### src/rtl/irqc_req_latch.sv
module irqc_req_latch #(
  parameter int N_LINES = 8
) (
  input  logic               clk,
  input  logic               rst,
  input  logic [N_LINES-1:0] lines,
  input  logic [N_LINES-1:0] clr,
  output logic [N_LINES-1:0] pend
);
  logic [N_LINES-1:0] prev_q;
  logic [N_LINES-1:0] pend_q;
  logic [N_LINES-1:0] rise;

  assign rise = lines & ~prev_q;
  assign pend = pend_q;

  always_ff @(posedge clk) begin
    if (rst) begin
      prev_q <= '0;
      pend_q <= '0;
    end else begin
      prev_q <= lines;
      pend_q <= (pend_q & ~clr) | rise;
    end
  end
endmodule

### src/rtl/irqc_chain.sv
module irqc_chain #(
  parameter int N_LINES = 8,
  parameter int IDX_W   = 3
) (
  input  logic [N_LINES-1:0] cand,
  output logic [N_LINES-1:0] grant,
  output logic [IDX_W-1:0]   idx,
  output logic               any
);
  logic [N_LINES:0] pass;

  assign pass[0] = 1'b1;

  for (genvar g = 0; g < N_LINES; g++) begin : g_link
    assign grant[g]  = cand[g] & pass[g];
    assign pass[g+1] = pass[g] & ~cand[g];
  end

  assign any = ~pass[N_LINES];

  always_comb begin
    idx = '0;
    for (int i = 0; i < N_LINES; i++) begin
      if (grant[i]) idx = IDX_W'(i);
    end
  end
endmodule

### src/rtl/irqc_mask_stack.sv
module irqc_mask_stack #(
  parameter int N_LINES = 8,
  parameter int DEPTH   = 8
) (
  input  logic               clk,
  input  logic               rst,
  input  logic               push,
  input  logic               pop,
  input  logic [N_LINES-1:0] new_mask,
  output logic [N_LINES-1:0] mask,
  output logic               full,
  output logic               empty
);
  localparam int AW   = (DEPTH > 1) ? $clog2(DEPTH) : 1;
  localparam int SP_W = $clog2(DEPTH + 1);

  logic [N_LINES-1:0] stk [DEPTH];
  logic [N_LINES-1:0] mask_q;
  logic [SP_W-1:0]    sp_q;
  logic [SP_W-1:0]    sp_m1;

  assign sp_m1 = sp_q - SP_W'(1);
  assign mask  = mask_q;
  assign full  = (sp_q == SP_W'(DEPTH));
  assign empty = (sp_q == '0);

  always_ff @(posedge clk) begin
    if (push && !full) stk[sp_q[AW-1:0]] <= mask_q;
  end

  always_ff @(posedge clk) begin
    if (rst) begin
      mask_q <= '1;
      sp_q   <= '0;
    end else if (push && !full) begin
      mask_q <= new_mask;
      sp_q   <= sp_q + SP_W'(1);
    end else if (pop && !empty) begin
      mask_q <= stk[sp_m1[AW-1:0]];
      sp_q   <= sp_m1;
    end
  end
endmodule

### src/rtl/nest_irq_ctrl.sv
module nest_irq_ctrl #(
  parameter int N_LINES     = 8,
  parameter int STACK_DEPTH = 8
) (
  input  logic                                        clk,
  input  logic                                        rst,
  input  logic [N_LINES-1:0]                          irq_lines,
  input  logic                                        fetch_start,
  input  logic                                        gie_set,
  input  logic                                        int_ack,
  input  logic                                        ret_int,
  output logic                                        int_req,
  output logic [((N_LINES > 1) ? $clog2(N_LINES) : 1)-1:0] vec_out,
  output logic                                        vec_valid
);
  localparam int IDX_W = (N_LINES > 1) ? $clog2(N_LINES) : 1;

  logic [N_LINES-1:0] pend;
  logic [N_LINES-1:0] mask;
  logic [N_LINES-1:0] cand;
  logic [N_LINES-1:0] sel;
  logic [N_LINES-1:0] clr;
  logic [N_LINES-1:0] below;
  logic [IDX_W-1:0]   win_idx;
  logic               any;
  logic               full;
  logic               empty;
  logic               take;
  logic               pop;
  logic               int_req_q;
  logic               gie_q;
  logic               vec_valid_q;
  logic [IDX_W-1:0]   vec_q;

  irqc_req_latch #(.N_LINES(N_LINES)) u_latch (
    .clk(clk), .rst(rst), .lines(irq_lines), .clr(clr), .pend(pend)
  );

  assign cand = pend & mask;

  irqc_chain #(.N_LINES(N_LINES), .IDX_W(IDX_W)) u_chain (
    .cand(cand), .grant(sel), .idx(win_idx), .any(any)
  );

  assign take  = int_req_q & int_ack & any;
  assign pop   = ret_int & ~take;
  assign clr   = take ? sel : '0;
  assign below = mask & (sel - N_LINES'(1));

  irqc_mask_stack #(.N_LINES(N_LINES), .DEPTH(STACK_DEPTH)) u_stack (
    .clk(clk), .rst(rst), .push(take), .pop(pop), .new_mask(below),
    .mask(mask), .full(full), .empty(empty)
  );

  always_ff @(posedge clk) begin
    if (rst) begin
      int_req_q   <= 1'b0;
      gie_q       <= 1'b0;
      vec_valid_q <= 1'b0;
      vec_q       <= '0;
    end else begin
      vec_valid_q <= take;
      if (take) begin
        vec_q     <= win_idx;
        int_req_q <= 1'b0;
        gie_q     <= 1'b0;
      end else begin
        if (gie_set) gie_q <= 1'b1;
        if (fetch_start && gie_q && any && !full) int_req_q <= 1'b1;
      end
    end
  end

  assign int_req   = int_req_q;
  assign vec_out   = vec_q;
  assign vec_valid = vec_valid_q;
endmodule

### config.mk
export PLATFORM = sky130hd
export DESIGN_NAME = nest_irq_ctrl
export DESIGN_NICKNAME = d
export VERILOG_FILES = /design/src/rtl/irqc_req_latch.sv /design/src/rtl/irqc_chain.sv /design/src/rtl/irqc_mask_stack.sv /design/src/rtl/nest_irq_ctrl.sv
export SDC_FILE = /design/constraint.sdc
export NUM_CORES = 1
export LEC_CHECK = 0
export BUFFER_PORTS_ARGS = -buffer_cell sky130_fd_sc_hd__buf_2
export CAP_MARGIN = 20
export CELL_PAD_IN_SITES_DETAIL_PLACEMENT = 2
export CELL_PAD_IN_SITES_GLOBAL_PLACEMENT = 2
export CORE_ASPECT_RATIO = 1.1
export CORE_MARGIN = 3
export CORE_UTILIZATION = 44
export CTS_BUF_LIST = sky130_fd_sc_hd__clkbuf_4 sky130_fd_sc_hd__clkbuf_8 sky130_fd_sc_hd__clkbuf_16
export CTS_CLUSTER_SIZE = 10
export DETAILED_ROUTE_END_ITERATION = 6
export PLACE_DENSITY_LB_ADDON = 0.1
export SYNTH_ARGS = -nofsm -noshare
export SYNTH_HDL_FRONTEND = slang
export SYNTH_SLANG_ARGS = --single-unit
### constraint.sdc
create_clock -name clk -period 3.8 [get_ports clk]
set_clock_uncertainty 0.05 [all_clocks]
set_input_delay 0 -clock clk [delete_from_list [all_inputs] [get_ports clk]]
set_output_delay 0 -clock clk [all_outputs]
set_load 0.02 [all_outputs]
Word level (Yosys, flattened, before mapping) --
Memories as Yosys holds them, arrays and structs flattened. Index checks and enable logic that the tools add are counted.
Storage, ports and cells: RAM bits 64, flip-flop bits (word level) 34, memories 1, input bits 14
Operators by class: mux-type cells 14, reductions and logical operators 10, equality and inequality tests 1, bitwise operators 34, add/subtract/negate cells 3
Memory list:
- u_stack.stk | words 8, width 8, rd ports 1, clocked after Yosys merged registers in 0, write ports 1, RTL line irqc_mask_stack.sv:17 | logic [N_LINES-1:0] stk [DEPTH];
Operators by type and width (count):
- $and A8 B8 Y8 | 4
- $mux W8 | 3
- $mux W3 | 6
- $and A1 B1 Y1 | 17
- $not A8 Y8 | 2
- $not A1 Y1 | 10
- $mux W4 | 2
- $or A8 B8 Y8 | 1
- $sub A8 B1 Y8 const B | 1
- $logic_and A1 B1 Y1 | 5
- $add A4 B1 Y4 const B | 1
- $eq A4 B4 Y1 const B | 1
- $logic_not A4 Y1 | 1
- $sub A4 B1 Y4 const B | 1
- $mux W1 | 3
- $logic_not A1 Y1 | 2
- $reduce_bool A2 Y1 | 1
- $reduce_or A2 Y1 | 1

Logic depth before layout (Yosys ltp) --
depth after elaboration 16, gate-level depth with buffers 10, mapped depth without buffers 7

Hierarchy --
From an unflattened synthesis, not the netlist that was laid out.
Second synthesis, totals: cell total of the unflattened synthesis 324, area, all modules 4404.2 µm²
Modules (own cells, without submodules):
- irqc_mask_stack | times used 1, area each 3211.8 µm², cells an instance 186
- irqc_req_latch | times used 1, area each 564.3 µm², cells an instance 49
- nest_irq_ctrl | times used 1, area each 478.0 µm², cells an instance 67
- irqc_chain | times used 1, area each 150.1 µm², cells an instance 22

Worst setup path before layout --
No wires, ideal clock.
path type register to register, from reg u_stack.sp_q[0], to reg u_stack.mask_q[0], in the netlist u_stack.mask[0], setup time 0.120 ns, path buffers 4, cell stages (with the launch flop) 11, path slack 0.778 ns, period minus slack after synthesis 3.022 ns, arrival time 2.852 ns, cells stage by stage dfxtp_1 -> buf_2 -> clkbuf_1 -> inv_1 -> ha_1 -> buf_1 -> clkbuf_1 -> mux4_2 -> mux2i_1 -> nor2_1 -> a211o_1
On the way: word-level cells in the longest chain between the ends 4
RTL lines:
- start: declaration | RTL line irqc_mask_stack.sv:19 | logic [SP_W-1:0] sp_q;
- start signal: assignment | RTL line irqc_mask_stack.sv:37 | sp_q <= sp_q + SP_W'(1);
- start signal: assignment | RTL line irqc_mask_stack.sv:40 | sp_q <= sp_m1;
- $sub A4 B1 Y4 (tied with other cells) | RTL line irqc_mask_stack.sv:22 | assign sp_m1 = sp_q - SP_W'(1);
- $mem_v2 Z8 W8 (tied with other cells)
- $mux W8 (tied with other cells) | RTL line irqc_mask_stack.sv:38 | end else if (pop && !empty) begin
- $mux W8 or $reduce_bool A2 Y1 (tied branches)
- end signal: assignment | RTL line irqc_mask_stack.sv:36 | mask_q <= new_mask;
- end signal: assignment | RTL line irqc_mask_stack.sv:39 | mask_q <= stk[sp_m1[AW-1:0]];
- end: declaration | RTL line irqc_mask_stack.sv:18 | logic [N_LINES-1:0] mask_q;
Several ways; a longest one is shown, not always the timed one. The select of a mux whose other input is x is not followed. A chain may end at the register's enable or synchronous reset.

Final worst setup path --
from reg u_stack.mask_q[0], in the netlist u_stack.mask[0], to reg u_stack.mask_q[1], in the netlist u_stack.mask[1]
On the way: word-level cells in the longest chain between the ends 15
RTL lines:
- $and A8 B8 Y8 * | RTL line nest_irq_ctrl.sv:39 | assign cand = pend & mask;
- $not A1 Y1 | RTL line irqc_chain.sv:16 | assign pass[g+1] = pass[g] & ~cand[g];
- $and A1 B1 Y1 (7 in a row) | RTL line irqc_chain.sv:16
- $not A1 Y1 | RTL line irqc_chain.sv:19 | assign any = ~pass[N_LINES];
- $and A1 B1 Y1 | RTL line nest_irq_ctrl.sv:45 | assign take = int_req_q & int_ack & any;
- $not A1 Y1 | RTL line nest_irq_ctrl.sv:46 | assign pop = ret_int & ~take;
- $and A1 B1 Y1 | RTL line nest_irq_ctrl.sv:46
- $logic_and A1 B1 Y1 | RTL line irqc_mask_stack.sv:38
- $reduce_bool A2 Y1 (no line)
Mark *: on every way between the ends. The rest lies on a longest branch, timed or not.

==> results by group <==
Status
  • Outcome: finished, final reports clean

Global route
  • Number of global-route vias before repair: 2,743
  • Largest net degree at the start of global routing: 35
  • Initial antenna violation count: 0
  • Global route overflow: 0
  • Total Routing Usage GR: 21.36%
  • Wire length of the first global-routing pass: 16.39 mm

Synth
  • Yosys top cell area share: 48.21%
  • Yosys warnings: 0
  • Cells after Synth: 278
  • Post-synthesis area per instance: 14.34 µm²
  • Sequential-to-total area share from yosys stat: 65.29%
  • Unique cell type count in the Yosys netlist: 47
  • Count of state elements after synthesis: 98
  • Top post-synthesis cells by area: sky130_fd_sc_hd__edfxtp_1 48%, sky130_fd_sc_hd__dfxtp_1 17%, sky130_fd_sc_hd__mux4_2 9.0%, sky130_fd_sc_hd__mux2i_1 2.5%, sky130_fd_sc_hd__nor2_1 2.4%
  • Post-Syn Area: 3986 µm²
  • Post-synthesis net count: 294
  • Post-synth EDFFs: 64
  • Share of synthesized flip-flops with an asynchronous set or reset: 0%
  • Dominant register cell in the synthesized netlist: sky130_fd_sc_hd__edfxtp_1
  • Area leader, netlist: sky130_fd_sc_hd__edfxtp_1

Placement
  • Quantity of I/O buffers inserted on ports: 18
  • Sum of net half-perimeters after detailed placement: 6.913 mm
  • Final GP Congestion: 0.7535
  • Total placed cells including tap cells: 406

Timing
  • Share of the clock period used by the worst path: 73.62%
  • Crit path time final: 2.798 ns
  • Unrepaired setup endpoints after global routing: no
  • Final Hold Vio Count: 0
  • Final total negative setup slack: 0 ns
  • Slew Limit Headroom: 28.79%
  • Worst-case hold slack: 0.08447 ns
  • Total setup violations reported at the end of the flow: 0
  • Worst Tran Pin Value: 1.064 ns
  • Final Max Slew Viols: 0
  • Fmax: 0.3574 GHz

Cells and area
  • Total of fill cells in the finished design: 814
  • Area growth syn-to-layout: 14.16%
  • Non-filler cells, final: 433
  • Number of nets in the layout: 333
  • Most frequent cells in the layout: 64 x sky130_fd_sc_hd__edfxtp_1, 34 x sky130_fd_sc_hd__dfxtp_1, 26 x sky130_fd_sc_hd__nor2_1
  • Most frequent standard cell in the layout excluding fill and tap cells: sky130_fd_sc_hd__edfxtp_1
  • Fraction of layout instances using a drive strength above 1: 20.50%
  • Antenna cell count: 0
  • Final cell utilization of the core: 53.02%

Clock network
  • CTS tree: built
  • Maximum buffer depth of the clock tree: 2
  • Source-to-sink clock delay at the later pin of the worst-skew pair: 0.36 ns
  • Number of clock sinks: 98
  • Clock transition at the registers of the reported paths: 0.10 ns
  • Cell chosen for the clock root: sky130_fd_sc_hd__clkbuf_8
  • Number of CTS-inserted buffers: 9
  • CTS H-tree lvls: 3

Critical path
  • Setup Crit Path Kind: reg2reg
  • Worst EP arrival: 3.00 ns
  • Max stage delay on crit path: 0.73 ns
  • Cell chain of the critical path: a22o_4 -> o41ai_4 -> mux2i_1 -> o21ai_0 -> a211o_1
  • Sum of buffers and inverters on the critical path: 0
  • Minimum setup slack among reg-to-reg paths: 1.00 ns
  • Startpoint types: flop
  • CP max FO: 14
  • Critical path's slowest cell: sky130_fd_sc_hd__o41ai_4
  • Endpoint required time on the critical path: 4.00 ns
  • Crit end category: flop
  • Family of cells with the greatest summed delay on the critical path: compound AO/OA/AOI/OAI gates

Routing
  • DRC errors left: 0
  • Vias per cell: 5.771
  • Post-Route M1 WL: 4.297 mm
  • Met2 wire len: 5.286 mm
  • Detail Route met3 WL: 490 µm
  • Overall via count from detail_route: 2,499
  • Routed Antenna Nets: 0
  • DRT Wirelength: 10.20 mm
  • Uppermost layer routed: met4
  • Router iterations before antenna repair: 4
  • Initial DRC Count: 131
  • Routed wirelength normalized by instance count: 23.55 µm

Job
  • Reported max-cap violation count: 0

Pwr
  • Total power draw: 3139 µW
  • Worst IR drop on VDD: 0.2468 mV
  • Power density normalized to cell area: 689.8 nW/µm²
  • Leakage power summed over all cells: 0.001572 µW

Floorplanning
  • Core region area: 8583 µm²
  • I/O pin count: 19
  • Die area: 10,240 µm²
  • DIE HEIGHT: 105.8 µm
  • Standard-cell rows: 35
  • Starting utilization of the core area: 46.44%
  • Die span in x: 96.76 µm

Min path
  • Min-delay worst type: in2reg
==> path summary, 6_finish.rpt <==
| check | start | end | cells after the start |
|---|---|---|---|
| setup reg to reg | u_stack.mask[0]$_SDFFE_PP1P_ | u_stack.mask[1]$_SDFFE_PP1P_ | 5 |
| hold / removal | ret_int | u_stack.sp_q[2]$_SDFFE_PP0P_ | 5 |
| hold reg to reg | u_latch.prev_q[5]$_SDFF_PP0_ | u_latch.pend[5]$_SDFF_PP0_ | 2 |
| setup / recovery | u_stack.mask[0]$_SDFFE_PP1P_ | u_stack.mask[1]$_SDFFE_PP1P_ | 5 |
==> metrics by stage <==
| step | cell area, µm² | worst slack [ns] |
|---|---|---|
| floorplan | 3986 | 0.7781 |
| global placement | 4237 | 1.134 |
| detailed placement | 4237 | 1.047 |
| CTS | 4551 | 0.9580 |
| global route | 4551 | 0.8707 |
| finish | 4551 | 1.002 |
==> cell families (layout without fill, tap and decap cells) <==
family / after synthesis / after routing / share of synthesized area [%]
DFF: 98 / 98 / 65.29
and+or+nand+nor: 86 / 86 / 10.45
AOI/OAI and AO/OA: 48 / 48 / 9.260
muxes: 26 / 26 / 11.55
buffers and inverters: 14 / 58 / 1.758
xor gates and xnor gates: 4 / 4 / 1.067
adders and majority gates: 2 / 2 / 0.6276
==> report_power, final <==
group,internal [µW],switching [µW]
Sequential,1290,157
Clock,302,374
Combinational,465,556
Total,2050,1090
==> final cells by class <==
cell class	instances	area (µm²)	share of cell area [%]
clock buffer	11	162.7	3.574
clock inverter	5	41.29	0.9073
inverter	3	11.26	0.2475
multi-input combinational	166	1319	28.98
sequential	98	2603	57.19
tap	111	138.9	3.052
timing repair buffer	39	275.3	6.049
==> synth_stat cells (6+ instances only) <==
library cell               number
sky130_fd_sc_hd__dfxtp_1       34
sky130_fd_sc_hd__a21oi_1       10
sky130_fd_sc_hd__mux2i_1       10
sky130_fd_sc_hd__nor2_1        26
sky130_fd_sc_hd__nand2_1       18
sky130_fd_sc_hd__nor2b_1       12
sky130_fd_sc_hd__o21ai_0       11
sky130_fd_sc_hd__nand3_1        8
sky130_fd_sc_hd__nor3_1         8
sky130_fd_sc_hd__edfxtp_1      64
sky130_fd_sc_hd__mux4_2        16
sky130_fd_sc_hd__clkbuf_1       6
==> registers in the layout, indices dropped and copies added (netlist names) <==
name	count
vec_out	3
int_req	1
u_latch.prev_q	8
u_stack.stk	64
u_stack.mask	8
vec_valid	1
gie_q	1
u_stack.sp_q	4
u_latch.pend	8
==> repair_timing <==
action / 4_1_cts / 5_1_grt
gates resized for setup: 0 / 0
hold endpoints to repair: 19 / 0
hold buffers: 11 / 0
setup buffers: 0 / 0
==> per-layer routing <==
layer / up-vias / GRT usage (%)
met3: 10 / 2.713
li1: 1154 / -
met4: 0 / 7.823
met2: 67 / 37.28
met5: - / 0
met1: 1268 / 27.24
==> tightest hold or removal path: stages <==
cell,delay [ns]
sky130_fd_sc_hd__buf_2,0.11
sky130_fd_sc_hd__o211ai_1,0.08
sky130_fd_sc_hd__mux2i_1,0.09
sky130_fd_sc_hd__xnor2_1,0.14
sky130_fd_sc_hd__nor2_1,0.04
Note: power is estimated with default switching activity, not from simulation.
